===== config.mk =====
export PLATFORM = sky130hd
export DESIGN_NAME = prg_bank_ctrl
export DESIGN_NICKNAME = d
export VERILOG_FILES = /design/src/rtl/prg_bank_pkg.sv /design/src/rtl/prg_bank_regs.sv /design/src/rtl/prg_window_map.sv /design/src/rtl/prg_wram_port.sv /design/src/rtl/prg_bank_ctrl.sv
export SDC_FILE = /design/constraint.sdc
export NUM_CORES = 1
export LEC_CHECK = 0
export BUFFER_PORTS_ARGS = -buffer_cell sky130_fd_sc_hd__buf_2
export CAP_MARGIN = 25
export CORE_MARGIN = 3
export CORE_UTILIZATION = 39
export CTS_CLUSTER_SIZE = 28
export DETAILED_ROUTE_END_ITERATION = 8
export PLACE_DENSITY = 0.83
export REMOVE_ABC_BUFFERS = 1
export SLEW_MARGIN = 20
export SYNTH_ARGS = -nofsm -noshare
export SYNTH_HDL_FRONTEND = slang
export SYNTH_SLANG_ARGS = --single-unit

===== constraint.sdc =====
create_clock -name clk -period 2.2 [get_ports clk]
set_input_delay 0.22 -clock clk [delete_from_list [all_inputs] [get_ports clk]]
set_output_delay 0.22 -clock clk [all_outputs]
set_load 0.005 [all_outputs]

===== src/rtl/prg_bank_pkg.sv =====
// Package: shared constants and the control-register view used by the
// program bank controller. Assumes a 16-bit CPU address and 8-bit data.
package prg_bank_pkg;
    // Register offsets (low address nibble) that the decode depends on
    localparam logic [3:0] SEL_BANK = 4'h8;
    localparam logic [3:0] SEL_CTRL = 4'hD;

    // Bit positions inside the control register
    localparam int CTRL_SCL_BIT  = 2;
    localparam int CTRL_WRAM_BIT = 5;
    localparam int CTRL_SDA_BIT  = 6;
    localparam int CTRL_DRV_BIT  = 7;

    // Bit of cpu_rdata that carries the EEPROM data line
    localparam int EEP_RD_BIT = 4;

    // Decoded control register
    typedef struct packed {
        logic drive;
        logic sda;
        logic wram_en;
        logic scl;
    } ctrl_t;
endpackage


===== src/rtl/prg_bank_regs.sv =====
// Register file: stores the bank select, the outer-block bits and the
// control register. Assumes wr_en is already qualified by address bit 15.
module prg_bank_regs
    import prg_bank_pkg::*;
#(
    parameter int BANK_W     = 4,
    parameter int OUTER_REGS = 4
) (
    input  logic              clk,
    input  logic              rst_n,
    input  logic              wr_en,
    input  logic [3:0]        sel,
    input  logic [7:0]        wdata,
    output logic [BANK_W-1:0] bank,
    output logic              outer,
    output ctrl_t             ctrl
);
    logic [OUTER_REGS-1:0] outer_q;

    // Switchable bank register, written at offset 8
    always_ff @(posedge clk) begin
        if (!rst_n)
            bank <= '0;
        else if (wr_en && sel == SEL_BANK)
            bank <= wdata[BANK_W-1:0];
    end

    // One latch bit per outer-block register, each at its own offset
    for (genvar i = 0; i < OUTER_REGS; i++) begin : g_outer
        always_ff @(posedge clk) begin
            if (!rst_n)
                outer_q[i] <= 1'b0;
            else if (wr_en && sel == 4'(i))
                outer_q[i] <= wdata[0];
        end
    end

    // The outer block is selected if any of the registers holds a 1
    always_comb outer = |outer_q;

    // Control register at offset 0xD; reset leaves the EEPROM data line released
    always_ff @(posedge clk) begin
        if (!rst_n)
            ctrl <= '0;
        else if (wr_en && sel == SEL_CTRL) begin
            ctrl.drive   <= wdata[CTRL_DRV_BIT];
            ctrl.sda     <= wdata[CTRL_SDA_BIT];
            ctrl.wram_en <= wdata[CTRL_WRAM_BIT];
            ctrl.scl     <= wdata[CTRL_SCL_BIT];
        end
    end
endmodule


===== src/rtl/prg_window_map.sv =====
// Window map: turns the CPU address into the ROM select and the upper
// ROM address bits. Assumes the 0xC000 window holds the last bank of the outer block.
module prg_window_map #(
    parameter int BANK_W = 4
) (
    input  logic              addr_hi,
    input  logic              addr_fixed,
    input  logic [BANK_W-1:0] bank,
    input  logic              outer,
    output logic              prg_ce,
    output logic [BANK_W:0]   prg_hi
);
    localparam logic [BANK_W-1:0] FIXED_BANK = '1;

    // Choose the switchable or the fixed bank and prepend the outer bit
    always_comb begin
        prg_ce = addr_hi;
        if (!addr_hi)
            prg_hi = '0;
        else if (addr_fixed)
            prg_hi = {outer, FIXED_BANK};
        else
            prg_hi = {outer, bank};
    end
endmodule


===== src/rtl/prg_wram_port.sv =====
// Work-RAM port: selects the RAM at 0x6000-0x7FFF and, while the RAM is
// off, returns the EEPROM data line on the CPU read bus.
module prg_wram_port
    import prg_bank_pkg::*;
(
    input  logic [15:0] cpu_addr,
    input  logic        cpu_rd,
    input  logic        wram_en,
    input  logic [7:0]  open_bus,
    input  logic        sda_i,
    output logic        wram_ce,
    output logic [7:0]  rdata,
    output logic        rdata_oe
);
    logic in_range;

    // Decode the 8 KB work-RAM range
    always_comb in_range = (cpu_addr[15:13] == 3'b011);

    // RAM select, or the EEPROM status read when the RAM is off
    always_comb begin
        wram_ce  = in_range && wram_en;
        rdata_oe = in_range && !wram_en && cpu_rd;
        rdata    = '0;
        if (rdata_oe) begin
            rdata             = open_bus;
            rdata[EEP_RD_BIT] = sda_i;
        end
    end
endmodule


===== src/rtl/prg_bank_ctrl.sv =====
// Top level: program bank controller. Registers repeat every 16 bytes across
// 0x8000-0xFFFF. Assumes cpu_wr is high for a single clock per CPU write.
module prg_bank_ctrl
    import prg_bank_pkg::*;
#(
    parameter int BANK_W     = 4,
    parameter int OUTER_REGS = 4
) (
    input  logic              clk,
    input  logic              rst_n,
    input  logic [15:0]       cpu_addr,
    input  logic [7:0]        cpu_wdata,
    input  logic              cpu_wr,
    input  logic              cpu_rd,
    input  logic [7:0]        cpu_open_bus,
    input  logic              eep_sda_i,
    output logic              prg_ce,
    output logic [BANK_W:0]   prg_addr_hi,
    output logic              wram_ce,
    output logic [7:0]        cpu_rdata,
    output logic              cpu_rdata_oe,
    output logic              eep_scl,
    output logic              eep_sda_o,
    output logic              eep_sda_oe
);
    logic              reg_wr;
    logic [BANK_W-1:0] bank;
    logic              outer;
    ctrl_t             ctrl;

    // Register writes need address bit 15
    always_comb reg_wr = cpu_wr && cpu_addr[15];

    prg_bank_regs #(.BANK_W(BANK_W), .OUTER_REGS(OUTER_REGS)) u_regs (
        .clk   (clk),
        .rst_n (rst_n),
        .wr_en (reg_wr),
        .sel   (cpu_addr[3:0]),
        .wdata (cpu_wdata),
        .bank  (bank),
        .outer (outer),
        .ctrl  (ctrl)
    );

    prg_window_map #(.BANK_W(BANK_W)) u_map (
        .addr_hi    (cpu_addr[15]),
        .addr_fixed (cpu_addr[14]),
        .bank       (bank),
        .outer      (outer),
        .prg_ce     (prg_ce),
        .prg_hi     (prg_addr_hi)
    );

    prg_wram_port u_wram (
        .cpu_addr (cpu_addr),
        .cpu_rd   (cpu_rd),
        .wram_en  (ctrl.wram_en),
        .open_bus (cpu_open_bus),
        .sda_i    (eep_sda_i),
        .wram_ce  (wram_ce),
        .rdata    (cpu_rdata),
        .rdata_oe (cpu_rdata_oe)
    );

    // EEPROM pins come straight from the control register
    always_comb begin
        eep_scl    = ctrl.scl;
        eep_sda_o  = ctrl.sda;
        eep_sda_oe = ctrl.drive;
    end
endmodule


==> results.toml, run 1 <==
[timing]
drv_slew = 0
hold_violations = 0
setup_tns_ns = 0
fmaxAchievable_mhz = 658.0
relSlewSlack = 0.6851
rsz0062_at_grt = "false"
finalCritPeriodShare = 0.6908
worst_pin_slew_ns = 0.4706
setup_viol = 0
post-route-min-period_ns = 1.520
skew_ns = 0

[cts]
cts-buffers-inserted = 3
cts-resized-gates = 0
ctsHtreeMaxLevel = 1
ctsHoldBuffers = 0
postCtsSetupBuffers = 0
clk_latency_ns = 0.25
cts_buffer_depth = 2
cts_tree = "done"
clock_sink_count = 12
clk_pin_slew_ns = 0.07
root_buffer = "clkbuf_4"

[worst_hold_path]
hold_class = "input port to flip-flop"
min_to = "u_regs.ctrl[2]"
hold_depth = 3
hold_path.startpoint = "cpu_wdata[6]"

[floorplan]
chipWidth_um = 46.92
die_height_um = 46.92
rows = 14
io_pins = 56
die_area_um2 = 2201
start_util = 0.4237
coreArea_um2 = 1541

[logic_synthesis]
synth.yosys.warnings = 0
synth_common_cells = "nand2_1 (21), dfxtp_1 (12), mux2i_1 (11), and2_1 (8), o21a_1 (4)"
seq_area_frac_synth = 0.3678
syn-cell-area_um2 = 653.1
synthTopCellsByArea = "dfxtp_1 (37%), mux2i_1 (17%), nand2_1 (12%)"
synth_cells = 74
ys_types = 22
synthFlopType = "dfxtp_1"
synth_top_area_cell = "dfxtp_1"
synth_area_per_cell_um2 = 8.826
synth_seq_cells = 12
synth_edf_count = 0
async_reset_ff_frac = 0
synth.most_common_cell = "nand2_1"
yosysTopAreaCellShare = 0.3678

[critical_path]
critPathRequiredTime_ns = 1.98
critPathKind = "flip-flop to output port"
worst_r2r_endpoint = "u_regs.outer_q[3]"
r2r_setup_slack_ns = 1.56
critPathMaxFanout = 9
cp-start-kind = "flip-flop"
critical_path_arrival_ns = 1.30
end_kind = "output port"
reg2reg_depth = 2
worstReg2RegStart = "u_regs.outer_q[3]"

[global_routing]
grt-ovfl-total = 0
grt_pass1_wl_mm = 2.270
antenna_found_initial = 0
grt_max_degree = 20
grt_usage = 0.1419
grt_pass1_vias = 581

[job]
drv_cap = 0

[power_and_ir_drop]
power.density_nw_per_um2 = 455.0
p_comb_frac = 0.158
total_power_uw = 406.5
p_int_uw = 313.6
clock_power_share = 0.302
net-switching-power_uw = 92.84
swShare = 0.2284
p_leak_uw = 0.0004279
power_frac_seq = 0.540
ir_worst_vdd_uv = 315.6

[placement]
dp_hpwl_mm = 1.280
gp_congestion = 0.6429
io_buffers = 44
dpl-instance-area_um2 = 870.8
place_inst = 130

[detailed_routing]
first_iter_violations = 8
wl_per_cell_um = 11.69
post-route-drc-count = 0
wl_mm = 1.555
num_vias = 686
first_pass_iters = 4
ant_nets = 0
via_per_inst = 5.158

[final_layout]
finalNonFillerCells = 133
n_fill_cell = 140
design_area_um2 = 893.4
multi_input_area_um2 = 386.6
num-nets-final = 156
syn_to_final_growth_pct = 36.78
drive_gt1_frac = 0.4359
n_antenna_cell = 0
regArea_um2 = 240.2

[outcome]
status = "complete, no violations"
[logic make-up (layout without fill, tap and decap cells)]
group,count (synthesis),after routing,share of synthesized area
AOI/OAI and AO/OA,7,7,0.09004
DFF,12,12,0.3678
buffers and inverters,5,48,0.04021
and+or+nand+nor,39,39,0.3334
muxes,11,11,0.1686
[worst max-delay path: stages (launching register included)]
cell	delay, ns
dfxtp_1	0.34
nor4b_4	0.40
and2_1	0.19
buf_2	0.11
[through the flow]
| stage | hold WS [ns] | utilization | worst slack (ns) |
|---|---|---|---|
| 6_report | 0.2035 | 0.5795 | 0.6803 |
| 2_1_floorplan | 0.3621 | - | 1.065 |
| 4_1_cts | 0.2031 | 0.5795 | 0.6554 |
| 3_5_place_dp | 0.4436 | 0.5649 | 0.8122 |
| 5_1_grt | 0.2203 | 0.5795 | 0.5597 |
| 3_3_place_gp | 0.4402 | 0.5649 | 0.8423 |
[flip-flops by register name (all words and copies together), names as in the netlist]
signal          flops
u_regs.bank         4
u_regs.ctrl         4
u_regs.outer_q      4
[final cells by class]
cell class                      instances  share of cell area
Clock buffer                            3             0.02521
Tap cell                               16             0.02241
Multi-Input combinational cell         57              0.4328
Inverter                                1            0.004202
Timing Repair Buffer                   44              0.2465
Sequential cell                        12              0.2689
[power by group through the flow]
stage | logic, uW | registers (uW) | clock network, uW
floorplan | 21.7 | 224 | 0
detailed placement | 64.5 | 225 | 0
finish | 64.1 | 220 | 123
global placement | 63.2 | 224 | 0
global route | 72.0 | 220 | 132
CTS | 64.7 | 220 | 127
[cell usage in the layout, fill, tap and decap left out, types with 3 or more instances in the layout]
cell type,n
and2_1,8
buf_2,44
clkbuf_4,3
dfxtp_1,12
mux2i_1,11
nand2_1,21
o21a_1,4
[worst max-delay path by stage]
stage               cells past startpoint           start                 to  slack (ns)
floorplan                               3     cpu_addr[2]  u_regs.outer_q[1]        1.06
global placement                        5    cpu_addr[14]       cpu_rdata[2]        0.84
detailed placement                      5    cpu_addr[14]       cpu_rdata[2]        0.81
CTS                                     3  u_regs.ctrl[1]       cpu_rdata[3]        0.66
global route                            3  u_regs.ctrl[1]       cpu_rdata[2]        0.56
finish                                  3  u_regs.ctrl[1]       cpu_rdata[2]        0.68
[routing by layer]
layer / track usage / part of all wire / up-vias
li1: - / - / 343
met1: 0.1620 / 0.39 / 309
met2: 0.2520 / 0.47 / 34
met3: 0.03448 / 0.14 / 0
met4: 0.05525 / 0 / 0
met5: 0 / 0 / -
(Power assumes the default switching activity.)
==> run 2: changes to the inputs <==
Settings changed: ABC_AREA from default to 1, CORE_UTILIZATION 39 to 41, PLACE_DENSITY 0.83 to 0.79.
Clock period 2.2 ns to 1.6 ns, I/O delays scaled along.
==> run 2 against run 1 <==
  * Combinational power rose by 100%
  * Worst hold slack got worse by 0.071 ns
  * Wire length rose by 21%
  * Global-route usage rose by 0.43 points
  * Critical path type unchanged
  * Highest routed layer is now met4
==> results.toml, run 2 <==
[outcome]
status = "complete, no violations"

[cts]
clk_latency_ns = 0.26
ctsHoldBuffers = 0
cts-buffers-inserted = 3
clk_pin_slew_ns = 0.08
ctsHtreeMaxLevel = 1
cts-resized-gates = 0
postCtsSetupBuffers = 0
cts_tree = "done"
root_buffer = "clkbuf_4"
cts_buffer_depth = 2
clock_sink_count = 12

[global_routing]
grt_max_degree = 13
antenna_found_initial = 0
grt_pass1_wl_mm = 3.029
grt-ovfl-total = 0
grt_pass1_vias = 772
grt_usage = 0.1461

[critical_path]
critPathMaxFanout = 8
worstReg2RegStart = "u_regs.ctrl[1]"
cp-start-kind = "flip-flop"
critical_path_buf_inv_count = 2
end_kind = "output port"
max_stage_delay_ns = 0.34
critical_path_arrival_ns = 1.13
reg2reg_depth = 4
timing.critical_path.max_delay_family = "flip-flops"
worst_r2r_endpoint = "u_regs.ctrl[1]"
r2r_setup_slack_ns = 0.92
cp_slowest_cell = "dfxtp_1"
critPathKind = "flip-flop to output port"
critPathRequiredTime_ns = 1.44
crit_chain = "nor3_4 > inv_2 > nor2_2 > buf_2"

[final_layout]
design_area_um2 = 1127
layout_common_cells = "buf_2 (44), inv_1 (38), nand2_1 (27)"
syn_to_final_growth_pct = 30.58
post-route-util = 0.6067
drive_gt1_frac = 0.3968
top_regs = "u_regs.bank (4), u_regs.ctrl (4), u_regs.outer_q (4)"
final_common_cell = "buf_2"
n_antenna_cell = 0
num-nets-final = 227
n_fill_cell = 190

[floorplan]
die_area_um2 = 2692
coreArea_um2 = 1858
io_pins = 56
rows = 15
chipWidth_um = 51.89
die_height_um = 51.89
start_util = 0.4646

[timing]
fmaxAchievable_mhz = 775.2
finalCritPeriodShare = 0.8062
setup_ws_ns = 0.3100
post-route-min-period_ns = 1.290
worst_pin_slew_ns = 0.2783
drv_slew = 0
rsz0062_at_grt = "false"
setup_viol = 0
skew_ns = 0
hold_slack_ns = 0.1329
relSlewSlack = 0.8143
setup_tns_ns = 0
hold_violations = 0

[placement]
dpl-instance-area_um2 = 1091
place_ws_ns = 0.4443
gp_congestion = 0.7715
dp_hpwl_mm = 1.552
io_buffers = 44

[detailed_routing]
wl_per_cell_um = 8.790
first_pass_iters = 4
post-route-drc-count = 0
num_vias = 937
first_iter_violations = 5
wl_mm = 1.881
via_per_inst = 4.379
ant_nets = 0

[logic_synthesis]
synthTopCellsByArea = "dfxtp_1 (28%), inv_1 (17%), nand2_1 (12%)"
async_reset_ff_frac = 0
synth_seq_cells = 12
synth_common_cells = "inv_1 (38), nand2_1 (27), nor2_1 (15), dfxtp_1 (12), nor2_2 (11)"
synth.yosys.warnings = 0
synth_top_area_cell = "dfxtp_1"
ys_types = 18
yosysTopAreaCellShare = 0.2783
synth_cells = 144
synthFlopType = "dfxtp_1"
synth_edf_count = 0
seq_area_frac_synth = 0.2783
synth_area_per_cell_um2 = 5.995
syn-cell-area_um2 = 863.3
synth.most_common_cell = "inv_1"

[power_and_ir_drop]
p_int_uw = 493.4
clock_power_share = 0.354
swShare = 0.2667
p_leak_uw = 0.0006618
ir_worst_vdd_uv = 512.4
power.density_nw_per_um2 = 596.8
net-switching-power_uw = 179.4
p_comb_frac = 0.194
power_frac_seq = 0.452

[worst_hold_path]
min_to = "u_regs.outer_q[0]"
hold_class = "input port to flip-flop"
hold_path.startpoint = "cpu_wdata[0]"
hold_depth = 3

[job]
drv_cap = 0
run 2: changes by cell type after synthesis, sizes merged, moves of 2 or more:
cell / before / now
inv: 1 / 46
nor2: 1 / 28
nand3: 0 / 12
mux2i: 11 / 0
and2: 8 / 0
nand2: 22 / 28
nand4: 0 / 6
a21oi: 0 / 5
o21a: 4 / 0
clkinv: 0 / 2
nor4b: 2 / 0
run 2: worst register-to-register path: cells and delay by family, from the launching register on:
kind,cells,cell delay [ns]
buffers and inverters,2,0.10
flip-flops,1,0.38
AND/OR/NAND/NOR,2,0.14
run 2: cells by family (layout without fill, tap and decap cells):
family / count (synthesis) / after routing / synth area share
buf+inv: 51 / 96 / 0.2362
flops: 12 / 12 / 0.2783
compound gates: 5 / 5 / 0.02898
simple gates: 76 / 76 / 0.4565
run 2: worst max-delay path by stage:
stage / start / slack, ns / to / depth (start not counted)
after floorplan: u_regs.ctrl[1] / 0.70 / cpu_rdata[0] / 3
after global placement: cpu_addr[15] / 0.48 / cpu_rdata[0] / 7
after detailed placement: cpu_addr[15] / 0.44 / cpu_rdata[1] / 7
after CTS: u_regs.ctrl[1] / 0.29 / cpu_rdata[1] / 4
after global routing: u_regs.ctrl[1] / 0.21 / cpu_rdata[0] / 4
final: u_regs.ctrl[1] / 0.31 / cpu_rdata[0] / 4
run 2: layout make-up:
class | count | area [um^2] | share of cell area
clock buffer | 4 | 36.28 | 0.03219
multi-input combinational | 81 | 419.2 | 0.3718
timing repair buffer | 44 | 220.2 | 0.1953
inverter | 48 | 180.2 | 0.1598
tap | 25 | 31.28 | 0.02775
sequential | 12 | 240.2 | 0.2131
run 2: metal layers:
metal,vias to the layer above,part of all wire,global-route usage
met2,38,0.45,0.2531
met1,395,0.43,0.1748
met5,-,0,0
met4,0,0.0085,0.05240
met3,2,0.11,0.03152
li1,502,-,-
run 2: power by group through the flow:
stage	registers, uW	logic (uW)	clock network, uW
5_1_grt	305	147	259
3_5_place_dp	311	131	0
3_3_place_gp	311	128	0
4_1_cts	304	131	245
6_report	304	130	238
2_1_floorplan	311	67.3	0
run 2: through the flow:
stage / total power [uW] / std cells
final: 672.8 / 214
after global routing: 710.2 / 214
after CTS: 680.5 / 214
after detailed placement: 441.8 / 210
after global placement: 439.0 / 210
after floorplan: 378.2 / 141
==> run 3: changes to the inputs <==
Settings changed: ABC_AREA 1 to 0, CORE_UTILIZATION 41 to 33, PLACE_DENSITY 0.79 to 0.75.
Clock period 1.6 ns to 1 ns, I/O delays scaled along.
==> run 3 against run 2 <==
  * The run now ends with setup timing left
  * Register-to-register slack worse by 0.65 ns
  * Utilization decreased by 3.3 points
  * Critical path depth down 1
  * Setup slack lost 0.62 ns
  * Sequential power grew 59%
  * Global-route usage increased by 0.61 points
  * Sequential share of layout area increased by 2.8 points
  * Sequential cell count is the same
  * Combinational power grew 32%
  * Worst hold slack got worse by 0.071 ns
==> results.toml, run 3 (same netlist as run 1, synthesis figures left out) <==
[global_routing]
grt-ovfl-total = 0
grt_pass1_wl_mm = 3.036
grt_max_degree = 17
grt_usage = 0.1522
grt_pass1_vias = 695
antenna_found_initial = 0

[detailed_routing]
post-route-drc-count = 0
first_pass_iters = 4
num_vias = 711
ant_nets = 0
wl_per_cell_um = 12.43
first_iter_violations = 17
via_per_inst = 4.587
wl_mm = 1.926

[timing]
finalCritPeriodShare = 1.310
drv_slew = 0
hold_violations = 0
rsz0062_at_grt = "true"
setup_viol = 11
setup_tns_ns = -2.844
skew_ns = 0
setup_ws_ns = -0.3100
relSlewSlack = 0.7664
fmaxAchievable_mhz = 763.4
post-route-min-period_ns = 1.310
worst_pin_slew_ns = 0.3455

[floorplan]
die_area_um2 = 2549
coreArea_um2 = 1802
start_util = 0.3625
io_pins = 56
die_height_um = 50.49
chipWidth_um = 50.49
rows = 15

[placement]
place_inst = 147
dp_hpwl_mm = 1.455
io_buffers = 44
gp_congestion = 0.7389
dpl-instance-area_um2 = 942.2

[critical_path]
critPathKind = "flip-flop to output port"
cp_slowest_cell = "dfxtp_2"
cp-start-kind = "flip-flop"
critPathRequiredTime_ns = 0.90
timing.critical_path.max_delay_family = "simple AND/OR/NAND/NOR gates"
critical_path_buf_inv_count = 1
crit_chain = "nor4b_4 > and2_1 > buf_2"
critPathMaxFanout = 5
critical_path_arrival_ns = 1.21
max_stage_delay_ns = 0.35
end_kind = "output port"

[cts]
cts_tree = "done"
clk_pin_slew_ns = 0.07
clk_latency_ns = 0.27
root_buffer = "clkbuf_4"
clock_sink_count = 12
cts-buffers-inserted = 3
cts_buffer_depth = 2
ctsHtreeMaxLevel = 1

[final_layout]
design_area_um2 = 1033
final_common_cell = "buf_2"
drive_gt1_frac = 0.5462
syn_to_final_growth_pct = 58.24
post-route-util = 0.5736
finalNonFillerCells = 155
n_fill_cell = 153
n_antenna_cell = 0
layout_common_cells = "buf_2 (44), nand2_1 (21), mux2i_1 (11), buf_4 (11), and2_1 (8)"
top_regs = "u_regs.bank (4), u_regs.ctrl (4), u_regs.outer_q (4)"
num-nets-final = 168

[outcome]
status = "finished, violations left"
violations = "setup timing"

[power_and_ir_drop]
power.density_nw_per_um2 = 1003
p_leak_uw = 0.0005025
ir_worst_vdd_uv = 586.3

[job]
drv_cap = 0

[worst_hold_path]
hold_class = "input port to flip-flop"
[run 3: changes by cell type in the layout (fill, tap and decap cells not counted), sizes merged, moves of 8 or more]
cell   change
and2       +8
buf       +11
inv       -45
mux2i     +11
nand3     -12
nor2      -27
[run 3: repair_timing]
| action | in CTS | in global routing |
|---|---|---|
| buffers inserted | 2 | 1 |
| setup endpoints to repair | 15 | 15 |
| resized for setup | 7 | 1 |
| pin swaps | 9 | 1 |
| cloned | 1 | 0 |
| hold buffers | 0 | 0 |
[run 3: worst paths after layout]
kind,start,slack (ns),cells past startpoint,to
max reg2reg,u_regs.ctrl[1],0.27,3,u_regs.ctrl[1]
max,u_regs.ctrl[1],-0.31,3,cpu_rdata[4]
min reg2reg,u_regs.outer_q[2],0.45,2,u_regs.outer_q[2]
min,cpu_wdata[5],0.06,3,u_regs.ctrl[1]
[run 3: power breakdown]
part	switching [uW]	internal (uW)	leakage, uW
Sequential	2.24	481	0.000100
Combinational	83.3	89.0	0.000381
Clock	159	221	0.0000210
Total	245	791	0.000502
[run 3: per-stage QoR]
step	hold slack (ns)	total power, uW	worst slack, ns
after global placement	0.3500	650.3	-0.1446
final	0.06202	1036	-0.3100
after CTS	0.05134	1050	-0.3068
after floorplan	0.2000	541.5	-0.01501
after detailed placement	0.3629	654.2	-0.1847
after global routing	0.07814	1091	-0.3727
[run 3: layout make-up]
type / count / area, um^2 / area share
well taps: 25 / 31.28 / 0.03027
inverters: 1 / 3.754 / 0.003632
flip-flops and latches: 12 / 249.0 / 0.2409
clock buffers: 4 / 36.28 / 0.03511
multi-input cells: 58 / 410.4 / 0.3971
repair buffers: 55 / 302.8 / 0.2930
[run 3: worst register-to-register path, cell delays in order (launching register included)]
cell,delay [ns]
dfxtp_2,0.39
buf_4,0.13
nand2_1,0.04
mux2i_1,0.11
[run 3: per-layer routing]
layer / vias up / wire, um / track usage
li1: 370 / - / -
met4: 0 / 17 / 0.04036
met2: 26 / 888 / 0.2522
met1: 313 / 873 / 0.1986
met3: 2 / 146 / 0.03264
met5: - / 0 / 0
